File: src/rtl/svat_pkg.sv
package svat_pkg;

    localparam int CODE_W       = 8;
    localparam int LVL_W        = 13;
    localparam int LVL_MAX      = 8031;
    localparam int STEP_NUM     = 7775;
    localparam int SMP_W        = 24;
    localparam int BLANK_FRAMES = 516;
    localparam int CNT_W        = $clog2(BLANK_FRAMES + 1);
    localparam int SCALE_SH     = 26;
    localparam int SCALE_K      = ((2 ** SCALE_SH) + LVL_MAX / 2) / LVL_MAX;
    localparam logic [CODE_W-1:0] GAIN_RST = 8'h7F;

    // Linear level reached by a code: top code is full scale, each step down
    // multiplies by STEP_NUM/LVL_MAX with truncation, code 0 is silence.
    function automatic int code_level(input int code, input int top_code);
        int v;
        v = LVL_MAX;
        if (code <= 0) return 0;
        for (int i = top_code; i > code; i--) v = (v * STEP_NUM) / LVL_MAX;
        return v;
    endfunction

    typedef struct packed {
        logic [CODE_W-1:0]       gain;
        logic [LVL_W-1:0]        level;
        logic signed [SMP_W-1:0] smp;
    } chan_st_t;

    typedef struct packed {
        logic [CNT_W-1:0] cnt;
        logic             vld;
    } blank_st_t;

endpackage

File: src/rtl/svat_code_rom.sv
module svat_code_rom #(
    parameter int CODE_W  = svat_pkg::CODE_W,
    parameter int LVL_W   = svat_pkg::LVL_W,
    parameter int LVL_MAX = svat_pkg::LVL_MAX
) (
    input  logic [CODE_W-1:0] code,
    output logic [LVL_W-1:0]  level
);
    localparam int NCODES = 2 ** (CODE_W - 1);

    logic [LVL_W-1:0] tbl [NCODES];

    for (genvar g = 0; g < NCODES; g++) begin : g_tbl
        localparam int ENTRY = svat_pkg::code_level(g, NCODES - 1);
        assign tbl[g] = LVL_W'(ENTRY);
    end

    // Codes with the top bit set lie outside the attenuator range: full scale.
    assign level = code[CODE_W-1] ? LVL_W'(LVL_MAX) : tbl[code[CODE_W-2:0]];

endmodule

File: src/rtl/svat_scale.sv
module svat_scale #(
    parameter int SMP_W   = svat_pkg::SMP_W,
    parameter int LVL_W   = svat_pkg::LVL_W,
    parameter int LVL_MAX = svat_pkg::LVL_MAX,
    parameter int SH      = svat_pkg::SCALE_SH,
    parameter int K       = svat_pkg::SCALE_K
) (
    input  logic signed [SMP_W-1:0] smp_in,
    input  logic [LVL_W-1:0]        level,
    output logic signed [SMP_W-1:0] smp_out
);
    localparam int PW = SMP_W + LVL_W + SH;
    localparam logic signed [PW-1:0] HALF = PW'(1) << (SH - 1);

    logic signed [PW-1:0] prod;
    logic signed [PW-1:0] shifted;

    always_comb begin
        prod    = $signed(PW'(smp_in)) * $signed(PW'({1'b0, level})) * $signed(PW'(K));
        shifted = (prod + HALF) >>> SH;
        smp_out = (level == LVL_W'(LVL_MAX)) ? smp_in : SMP_W'(shifted);
    end

endmodule

File: src/rtl/svat_blank.sv
module svat_blank #(
    parameter int FRAMES = svat_pkg::BLANK_FRAMES,
    parameter int CNT_W  = svat_pkg::CNT_W
) (
    input  logic clk,
    input  logic rst_n,
    input  logic hw_up,
    input  logic sw_up,
    input  logic smp_vld,
    output logic blank,
    output logic out_vld
);
    import svat_pkg::*;

    blank_st_t st_d, st_q;

    always_comb begin
        st_d     = st_q;
        st_d.vld = smp_vld && hw_up;
        if (!hw_up || !sw_up) begin
            st_d.cnt = '0;
        end else if (smp_vld && (st_q.cnt < CNT_W'(FRAMES))) begin
            st_d.cnt = st_q.cnt + 1'b1;
        end
    end

    always_ff @(posedge clk or negedge rst_n) begin
        if (!rst_n) st_q <= '0;
        else        st_q <= st_d;
    end

    assign blank   = st_q.cnt < CNT_W'(FRAMES);
    assign out_vld = st_q.vld;


    blank_cnt_cap_chk: assert property (@(posedge clk) disable iff (!rst_n)
        st_q.cnt <= CNT_W'(FRAMES));


    vld_follows_strobe_chk: assert property (@(posedge clk) disable iff (!rst_n)
        out_vld |-> $past(smp_vld));

endmodule

File: src/rtl/svat_chan.sv
module svat_chan #(
    parameter int CODE_W  = svat_pkg::CODE_W,
    parameter int LVL_W   = svat_pkg::LVL_W,
    parameter int LVL_MAX = svat_pkg::LVL_MAX,
    parameter int SMP_W   = svat_pkg::SMP_W
) (
    input  logic                    clk,
    input  logic                    rst_n,
    input  logic                    hw_up,
    input  logic                    sw_up,
    input  logic                    alc_en,
    input  logic                    wr_en,
    input  logic [CODE_W-1:0]       wr_code,
    input  logic                    smp_vld,
    input  logic                    blank,
    input  logic signed [SMP_W-1:0] smp_in,
    output logic [LVL_W-1:0]        level,
    output logic signed [SMP_W-1:0] smp_out
);
    import svat_pkg::*;

    chan_st_t                st_d, st_q;
    logic [LVL_W-1:0]        code_lvl;
    logic [LVL_W-1:0]        tgt;
    logic signed [SMP_W-1:0] scaled;
    logic                    arm_q;

    svat_code_rom #(.CODE_W(CODE_W), .LVL_W(LVL_W), .LVL_MAX(LVL_MAX)) u_rom (
        .code  (st_q.gain),
        .level (code_lvl)
    );

    svat_scale #(.SMP_W(SMP_W), .LVL_W(LVL_W), .LVL_MAX(LVL_MAX)) u_scale (
        .smp_in  (smp_in),
        .level   (st_q.level),
        .smp_out (scaled)
    );

    always_comb begin
        st_d = st_q;
        tgt  = sw_up ? code_lvl : '0;
        if (!hw_up) begin
            st_d.gain  = GAIN_RST;
            st_d.level = '0;
            st_d.smp   = '0;
        end else begin
            if (wr_en && !(alc_en && wr_code[CODE_W-1])) begin
                st_d.gain = wr_code;
            end
            if (!sw_up) begin
                st_d.level = '0;
            end else if (smp_vld) begin
                if (st_q.level < tgt)      st_d.level = st_q.level + 1'b1;
                else if (st_q.level > tgt) st_d.level = st_q.level - 1'b1;
            end
            if (smp_vld) begin
                st_d.smp = blank ? '0 : scaled;
            end
        end
    end

    always_ff @(posedge clk or negedge rst_n) begin
        if (!rst_n) begin
            st_q.gain  <= GAIN_RST;
            st_q.level <= '0;
            st_q.smp   <= '0;
            arm_q      <= 1'b0;
        end else begin
            st_q  <= st_d;
            arm_q <= 1'b1;
        end
    end

    assign level   = st_q.level;
    assign smp_out = st_q.smp;


    level_cap_chk: assert property (@(posedge clk) disable iff (!rst_n)
        st_q.level <= LVL_W'(LVL_MAX));


    level_step_chk: assert property (@(posedge clk) disable iff (!rst_n)
        (arm_q && $past(hw_up && sw_up)) |->
            ((st_q.level == $past(st_q.level)) ||
             (st_q.level == $past(st_q.level) + 1'b1) ||
             (st_q.level == $past(st_q.level) - 1'b1)));


    level_hold_chk: assert property (@(posedge clk) disable iff (!rst_n)
        (arm_q && $past(hw_up && sw_up && !smp_vld)) |-> (st_q.level == $past(st_q.level)));


    hw_mute_chk: assert property (@(posedge clk) disable iff (!rst_n)
        (arm_q && $past(!hw_up)) |-> (st_q.level == '0 && st_q.gain == GAIN_RST));


    sw_mute_chk: assert property (@(posedge clk) disable iff (!rst_n)
        (arm_q && $past(!sw_up)) |-> (st_q.level == '0));


    alc_filter_chk: assert property (@(posedge clk) disable iff (!rst_n)
        (arm_q && $past(hw_up && alc_en && wr_en && wr_code[CODE_W-1])) |->
            (st_q.gain == $past(st_q.gain)));


    blank_out_chk: assert property (@(posedge clk) disable iff (!rst_n)
        (arm_q && $past(hw_up && smp_vld && blank)) |-> (st_q.smp == '0));

endmodule

File: src/rtl/soft_vol_atten.sv
module soft_vol_atten #(
    parameter int CODE_W = svat_pkg::CODE_W,
    parameter int LVL_W  = svat_pkg::LVL_W,
    parameter int SMP_W  = svat_pkg::SMP_W,
    parameter int NCH    = 2
) (
    input  logic                    clk,
    input  logic                    rst_n,
    input  logic                    pwr_dn_n,
    input  logic                    soft_pwr,
    input  logic                    alc_en,
    input  logic                    wr_en,
    input  logic                    wr_sel,
    input  logic [CODE_W-1:0]       wr_code,
    input  logic                    smp_vld,
    input  logic signed [SMP_W-1:0] in_l,
    input  logic signed [SMP_W-1:0] in_r,
    output logic                    out_vld,
    output logic signed [SMP_W-1:0] out_l,
    output logic signed [SMP_W-1:0] out_r,
    output logic [LVL_W-1:0]        lvl_l,
    output logic [LVL_W-1:0]        lvl_r
);
    logic signed [SMP_W-1:0] ch_in  [NCH];
    logic signed [SMP_W-1:0] ch_out [NCH];
    logic [LVL_W-1:0]        ch_lvl [NCH];
    logic                    blank;

    assign ch_in[0] = in_l;
    assign ch_in[1] = in_r;

    svat_blank u_blank (
        .clk     (clk),
        .rst_n   (rst_n),
        .hw_up   (pwr_dn_n),
        .sw_up   (soft_pwr),
        .smp_vld (smp_vld),
        .blank   (blank),
        .out_vld (out_vld)
    );

    for (genvar c = 0; c < NCH; c++) begin : g_ch
        svat_chan #(.CODE_W(CODE_W), .LVL_W(LVL_W), .SMP_W(SMP_W)) u_chan (
            .clk     (clk),
            .rst_n   (rst_n),
            .hw_up   (pwr_dn_n),
            .sw_up   (soft_pwr),
            .alc_en  (alc_en),
            .wr_en   (wr_en && (wr_sel == c[0])),
            .wr_code (wr_code),
            .smp_vld (smp_vld),
            .blank   (blank),
            .smp_in  (ch_in[c]),
            .level   (ch_lvl[c]),
            .smp_out (ch_out[c])
        );
    end

    assign out_l = ch_out[0];
    assign out_r = ch_out[1];
    assign lvl_l = ch_lvl[0];
    assign lvl_r = ch_lvl[1];

endmodule

File: config.mk
export PLATFORM = sky130hd
export DESIGN_NAME = soft_vol_atten
export DESIGN_NICKNAME = d
export VERILOG_FILES = /design/src/rtl/svat_pkg.sv /design/src/rtl/svat_code_rom.sv /design/src/rtl/svat_scale.sv /design/src/rtl/svat_blank.sv /design/src/rtl/svat_chan.sv /design/src/rtl/soft_vol_atten.sv
export SDC_FILE = /design/constraint.sdc
export NUM_CORES = 2
export LEC_CHECK = 0
export BUFFER_PORTS_ARGS = -buffer_cell sky130_fd_sc_hd__buf_4
export CELL_PAD_IN_SITES_DETAIL_PLACEMENT = 1
export CELL_PAD_IN_SITES_GLOBAL_PLACEMENT = 1
export CORE_ASPECT_RATIO = 0.9
export CORE_MARGIN = 1.5
export CORE_UTILIZATION = 30
export DETAILED_ROUTE_END_ITERATION = 7
export GPL_TIMING_DRIVEN = 0
export PLACE_DENSITY_LB_ADDON = 0.15
export SYNTH_ARGS = -nofsm -noshare
export SYNTH_HDL_FRONTEND = slang
export SYNTH_SLANG_ARGS = --single-unit
File: constraint.sdc
create_clock -name clk -period 15.1 [get_ports clk]
set_input_delay 1.51 -clock clk [delete_from_list [all_inputs] [get_ports clk]]
set_output_delay 1.51 -clock clk [all_outputs]
set_load 0.01 [all_outputs]
# Yosys cells after proc, flatten, opt, wreduce, memory -nomap -nowiden
# Memories as Yosys holds them, arrays and structs flattened.
# Index checks and enable logic that the tools add are counted.
totals:
  in_bits: 64
  mem_count: 2
  ff_bits: 101
  romBits: 3328
  out_inout_bits: 75
mem_list:
  columns: ["memory", "depth", "word_bits", "read_ports", "rd_clocked_by_memory_dff", "wr", "line", "text"]
  rows:
  - ["(name not given)", 128, 13, 1, 0, 0, "svat_code_rom.sv:19", "assign level = code[CODE_W-1] ? LVL_W'(LVL_MAX) : tbl[code[CODE_W-2:0]];"]
  - ["(name not given)", 128, 13, 1, 0, 0, "svat_code_rom.sv:19", null]
classes:
  bitwise_logic: 3
  eq_ne: 8
  reduce_logical: 14
  addsub: 7
  mul: 4
  n_mux: 28
  order_cmp: 7
ops:
  columns: ["cell", "n"]
  rows:
  - ["13-bit 2-to-1 mux", 16]
  - ["24-bit 2-to-1 mux", 6]
  - ["50-bit by 27-bit adder with 50-bit output (second input constant)", 2]
  - ["38-bit by 13-bit multiplier with 48-bit output (second input constant)", 2]
  - ["45-bit 2-to-1 mux", 2]
  - ["24-bit by 14-bit multiplier with 38-bit output", 2]
  - ["13-bit by 1-bit adder with 13-bit output (second input constant)", 2]
  - ["13-bit equality test (second input constant)", 2]
  - ["13-bit greater-than comparator", 2]
  - ["13-bit less-than comparator", 2]
  - ["13-bit by 1-bit subtractor with 13-bit output (second input constant)", 2]
  - ["10-bit 2-to-1 mux", 2]
  - ["8-bit >= comparator (second input constant)", 2]
  - ["8-bit 2-to-1 mux", 2]
  - ["7-bit inverter with 8-bit output", 2]
  - ["10-bit by 1-bit adder with 10-bit output (second input constant)", 1]
  - ["10-bit less-than comparator (second input constant)", 1]
  - ["4-bit by 2-bit != test with 1-bit output (second input constant)", 2]
  - ["1-bit logical AND", 7]
  - ["2-bit by 1-bit != test with 1-bit output (second input constant)", 3]
  - ["2-bit AND reduction", 2]
  - ["1-bit logical NOT", 3]
  - ["3-bit by 2-bit != test with 1-bit output (second input constant)", 1]
  - ["2-bit nonzero test", 1]
  - ["other kinds (2)", 2]

# Depth between registers and ports, before layout
logic_depth:
  word_depth: 12
  mapped_depth: 48
  ltp_nobuf: 46

# Hierarchy
# From an unflattened synthesis, not the netlist that was laid out.
hier_totals:
  cells_unflattened: 5615
  area_unflattened_um2: 46593.4
by_module_without_submodules:
  columns: ["module", "cells_each", "n_inst", "area_per_inst_um2"]
  rows:
  - ["svat_scale (g_ch[1].u_chan.u_scale)", 2177, 1, 18178.7]
  - ["svat_scale (g_ch[0].u_chan.u_scale)", 2161, 1, 18072.3]
  - ["svat_chan", 288, 2, 2857.7]
  - ["svat_code_rom (g_ch[0].u_chan.u_rom)", 325, 1, 2057.0]
  - ["svat_code_rom (g_ch[1].u_chan.u_rom)", 316, 1, 1949.4]
  - ["svat_blank", 58, 1, 604.3]
  - ["soft_vol_atten", 2, 1, 16.3]

# Worst setup path after synthesis
# No wires, ideal clock.
synth_timing:
  path_type: "in2reg"
  startpoint: "in in_l[5]"
  endpoint: "reg g_ch[0].u_chan.st_q, in the netlist g_ch[0].u_chan.smp_out[23]"
  path_buffers: 2
  required_time_ns: 14.973
  stages: 45
  slack_ns: 2.803
  arrival_time_ns: 12.170
  setup_ns: 0.127
  cell_sequence: "clkbuf_1 and2_1 fa_1 inv_1 fa_1 inv_1 fa_1 fa_1 fa_1 inv_1 fa_1 inv_1 ha_1 a21o_1 a21o_1 a21o_1 nand3_1 nand2_1 (+9 left out) fa_1 inv_1 fa_1 inv_1 ha_1 clkbuf_1 nand2_1 o21ai_0 mux2_2 a311oi_1 o211a_1 nand4_1 nor4_4 a311oi_1 a41oi_1 xnor2_1 xnor2_1 o21ai_1"
synth_via:
  elab_chain_len: 7
synth_rtl:
  columns: ["item", "line", "text"]
  rows:
  - ["start: declaration", "soft_vol_atten.sv:16", "input logic signed [SMP_W-1:0] in_l,"]
  - ["24-bit by 14-bit multiplier with 38-bit output", "svat_scale.sv:19", "prod = $signed(PW'(smp_in)) * $signed(PW'({1'b0, level})) * $signed(PW'(K));"]
  - ["38-bit by 13-bit multiplier with 48-bit output", "svat_scale.sv:19", null]
  - ["50-bit by 27-bit adder with 50-bit output", "svat_scale.sv:20", "shifted = (prod + HALF) >>> SH;"]
  - ["24-bit 2-to-1 mux", "svat_scale.sv:21", "smp_out = (level == LVL_W'(LVL_MAX)) ? smp_in : SMP_W'(shifted);"]
  - ["24-bit 2-to-1 mux", "svat_chan.sv:57", "st_d.smp = blank ? '0 : scaled;"]
  - ["24-bit 2-to-1 mux", "svat_chan.sv:56", "if (smp_vld) begin"]
  - ["45-bit 2-to-1 mux", "svat_chan.sv:42", "if (!hw_up) begin"]
  - ["end signal: assignment", "svat_chan.sv:69", "st_q <= st_d;"]
  - ["end: declaration", "svat_chan.sv:22", "chan_st_t st_d, st_q;"]
# Every way passes these cells. The select of a mux whose other input is x is not followed.
# A chain may end at the register's enable or synchronous reset.

# Worst setup path after layout
layout_timing:
  startpoint: "in in_l[18]"
  endpoint: "reg g_ch[0].u_chan.st_q, in the netlist g_ch[0].u_chan.smp_out[19]"
# The elaborated chain is that of the path after synthesis.

==> impl_metrics.env <==
export IMPL_status="completed"
export IMPL_tightest_slew_ps=1390
export IMPL_ant_nets=0
export IMPL_crit_path_start="in_l[18]"
export IMPL_clkLatencyLatePin_ps=480
export IMPL_ys_ff_latch=101
export IMPL_setup_violations=0
export IMPL_fmax_ghz=0.0700
export IMPL_die_height_um=372
export IMPL_num_vias=38500
export IMPL_grt_max_degree=62
export IMPL_grt_ovfl_total=0
export IMPL_clock_skew_ps=40.3
export IMPL_clockBufferDepth=2
export IMPL_maxCapViolations=0
export IMPL_synthAdderAreaFrac_pct=46.4
export IMPL_wl_met3_um=4870
export IMPL_netlist_area_leader_share_pct=31.3
export IMPL_synth_compound_area_share_pct=13.3
export IMPL_die_area_um2=154000
export IMPL_top_layer="met5"
export IMPL_yosys_area_share_simple_pct=16.3
export IMPL_syn_area_um2=45400
export IMPL_layout_cells_non_filler=7670
export IMPL_placedCellCount=7655
export IMPL_grt_pass1_wl_um=253000
export IMPL_first_iter_violations=1941
export IMPL_reg2reg_depth=45
export IMPL_clock_sinks=101
export IMPL_io_buffers=138
export IMPL_ys_seq_area_share_pct=5.60
export IMPL_hp_start="g_ch[0].u_chan.smp_out[0]$_DFFE_PN0P_"
export IMPL_cts_made_buffers=9
export IMPL_syn_nets=6849
export IMPL_synth_top_family_by_area="adder cells"
export IMPL_antenna_found_initial=8
export IMPL_clk_pin_slew_ps=120
export IMPL_cts_tree="built"
export IMPL_yosys_warnings=0
export IMPL_place_gp_congestion=0.893
export IMPL_grt_use_total_pct=21.8
export IMPL_critPathMaxFanout=10
export IMPL_die_w_um=413
export IMPL_drc=0
export IMPL_synth_most_common_cell="inv_1"
export IMPL_synth_area_leaders="fa_1, ha_1, inv_1"
export IMPL_cpMaxStageDelayCell="a311oi_1"
export IMPL_yosys_top_cells_count="inv_1, fa_1, nand2_1"
export IMPL_leakagePower_uw=0.0254
export IMPL_crit_path_end_kind="register"
export IMPL_cts_htree_levels=3
export IMPL_yosysTopAreaCell="fa_1"
export IMPL_first_pass_iters=5
export IMPL_via_per_inst=5.02
export IMPL_reg2reg_slack_ps=1020
export IMPL_synth_edf_count=0
export IMPL_max_stage_delay_ps=870
export IMPL_muxShareOfSynthArea_pct=1.05
export IMPL_synth_xor_area_share_pct=4.84
export IMPL_dr_wl_met2_um=78700
export IMPL_postSynthCellCount=5527
export IMPL_rows=135
export IMPL_period_share_pct=94.7
export IMPL_slew_viol_final=0
export IMPL_drive_gt1_share_pct=5.49
export IMPL_critical_path_class="input pin to register"
export IMPL_core_um2=150000
export IMPL_hold_viol_final=0
export IMPL_critPathMostFrequentCell="fa_1"
export IMPL_relSlewSlack_pct=7.17
export IMPL_synth_distinct_cells=94
export IMPL_grt_setup_unrepaired="no"
export IMPL_synthFlopType="dfrtp_1"
export IMPL_critPathRequiredTime_ps=15460
export IMPL_cts_root_buf="clkbuf_16"
export IMPL_wirelength_um=165000
export IMPL_area_growth_pct=8.64
export IMPL_worstPathArrival_ps=14660
export IMPL_avgSynthCellArea_um2=8.22
export IMPL_ios=139
export IMPL_p_per_area_nw_per_um2=106
export IMPL_post_drt_wl_per_cell_um=21.5
export IMPL_hold_path_class="register to register"
export IMPL_fillers=18100
export IMPL_ir_drop_mv=0.115
export IMPL_synthArstFlopShare_pct=100
export IMPL_dpl_hpwl_um=140000
export IMPL_start_util_pct=30.2
export IMPL_hold_depth=2
export IMPL_timing_rr_start="g_ch[0].u_chan.level[5]$_DFFE_PN0P_"
export IMPL_postCtsSetupRepairBufs=0
export IMPL_start_kind="input pin"
export IMPL_fin_tns_setup_ps=0
export IMPL_min_period_ps=14290
export IMPL_final_nets=7000
export IMPL_grt_pass1_vias=40800
export IMPL_cts_hold_buf=0
export IMPL_m1WireLength_um=78100
-- flip-flops by register name, indices dropped and copies added (netlist names) --
register             count
g_ch.u_chan.level       26
g_ch.u_chan.smp_out     48
u_blank.out_vld          1
u_blank.st_q            10
g_ch.u_chan.st_q        16
-- metrics by stage --
| step | area (µm²) | power, µW | worst slack, ps | utilization (%) | hold slack (ps) |
|---|---|---|---|---|---|
| 3_3_place_gp | 48900 | 4880 | 144 | 32.5 | 466 |
| 6_report | 49300 | 5210 | 808 | 32.8 | 486 |
| 4_1_cts | 49300 | 5290 | 616 | 32.8 | 493 |
| 3_5_place_dp | 49000 | 4940 | 49.0 | 32.6 | 474 |
| 5_1_grt | 49300 | 5860 | 43.0 | 32.8 | 521 |
| 2_1_floorplan | 45400 | 3660 | 2800 | - | 451 |
-- routing by layer --
layer / vias up / track usage (%)
met1: 19900 / 30.3
met4: 4 / 4.86
met3: 144 / 2.17
met5: - / 0
met2: 539 / 36.4
li1: 17900 / -
-- kinds of logic (layout without fill, tap and decap cells) --
kind of cell / Yosys count / after routing
and+or+nand+nor: 1525 / 1525
buffers and inverters: 1425 / 1581
adders and majority gates: 1258 / 1258
AOI/OAI and AO/OA: 932 / 932
xor gates and xnor gates: 250 / 250
DFF: 101 / 101
muxes: 36 / 36
other: 0 / 1
-- worst paths after layout --
path,end
max in group asynchronous,g_ch[0].u_chan.smp_out[0]$_DFFE_PN0P_
worst max-delay path,g_ch[0].u_chan.smp_out[19]$_DFFE_PN0P_
worst min register to register,g_ch[0].u_chan.smp_out[0]$_DFFE_PN0P_
worst min-delay path,g_ch[0].u_chan.smp_out[0]$_DFFE_PN0P_
min in group asynchronous,g_ch[1].u_chan.level[6]$_DFFE_PN0P_
worst max register to register,g_ch[0].u_chan.smp_out[19]$_DFFE_PN0P_
-- placed cells by master (no fill, tap or decap), types with 14 or more instances in the layout --
cell      count
xor2_1       92
or3_1        22
and2_1      344
o21ai_0     232
nand2_1     594
a31oi_1      34
nand4_1      32
buf_4       214
nand2b_1     35
xnor2_1     157
and3_1       25
a211oi_1     31
a21o_1       60
nor2_1      237
o31ai_1      32
inv_1      1097
ha_1        547
dfstp_2      14
o21a_1       38
a21oi_1     223
dfrtp_1      87
buf_1        15
o21bai_1     24
nor4_1       19
o211ai_1     58
clkbuf_1    225
o21ai_1      16
nor3_1       59
fa_1        711
nor2b_1      28
mux2i_1      15
nand3_1      65
-- area by class of cell --
class                           count  area, µm²  share of cell area [%]
Clock buffer                        9        225                   0.456
Tap cell                         1986       2480                    5.04
Antenna cell                        1       2.50                 0.00507
Clock inverter                      7        103                   0.208
Timing Repair Buffer              142       1090                    2.21
Multi-Input combinational cell   4001      37300                    75.5
Sequential cell                   101       2540                    5.16
Inverter                         1100       4130                    8.37
Buffer                            323       1500                    3.04
-- power by group --
part | total [µW] | internal (µW) | switching [µW]
logic | 4620 | 1710 | 2910
clock network | 304 | 135 | 169
registers | 290 | 277 | 13.1
-- worst max-delay path: cells and delay by family --
family,cells,cell delay [ps]
buf+inv,9,1690
xor+xnor,2,420
fa+ha+maj,12,5360
simple gates,10,2900
compound gates,9,2730
-- repair_timing --
action                                 in CTS  in global routing
gates resized for setup                     0                  3
endpoints found under the hold margin       0                  0
setup endpoints to repair                   0                  4
No activity file was read; power rests on OpenSTA's default activity.
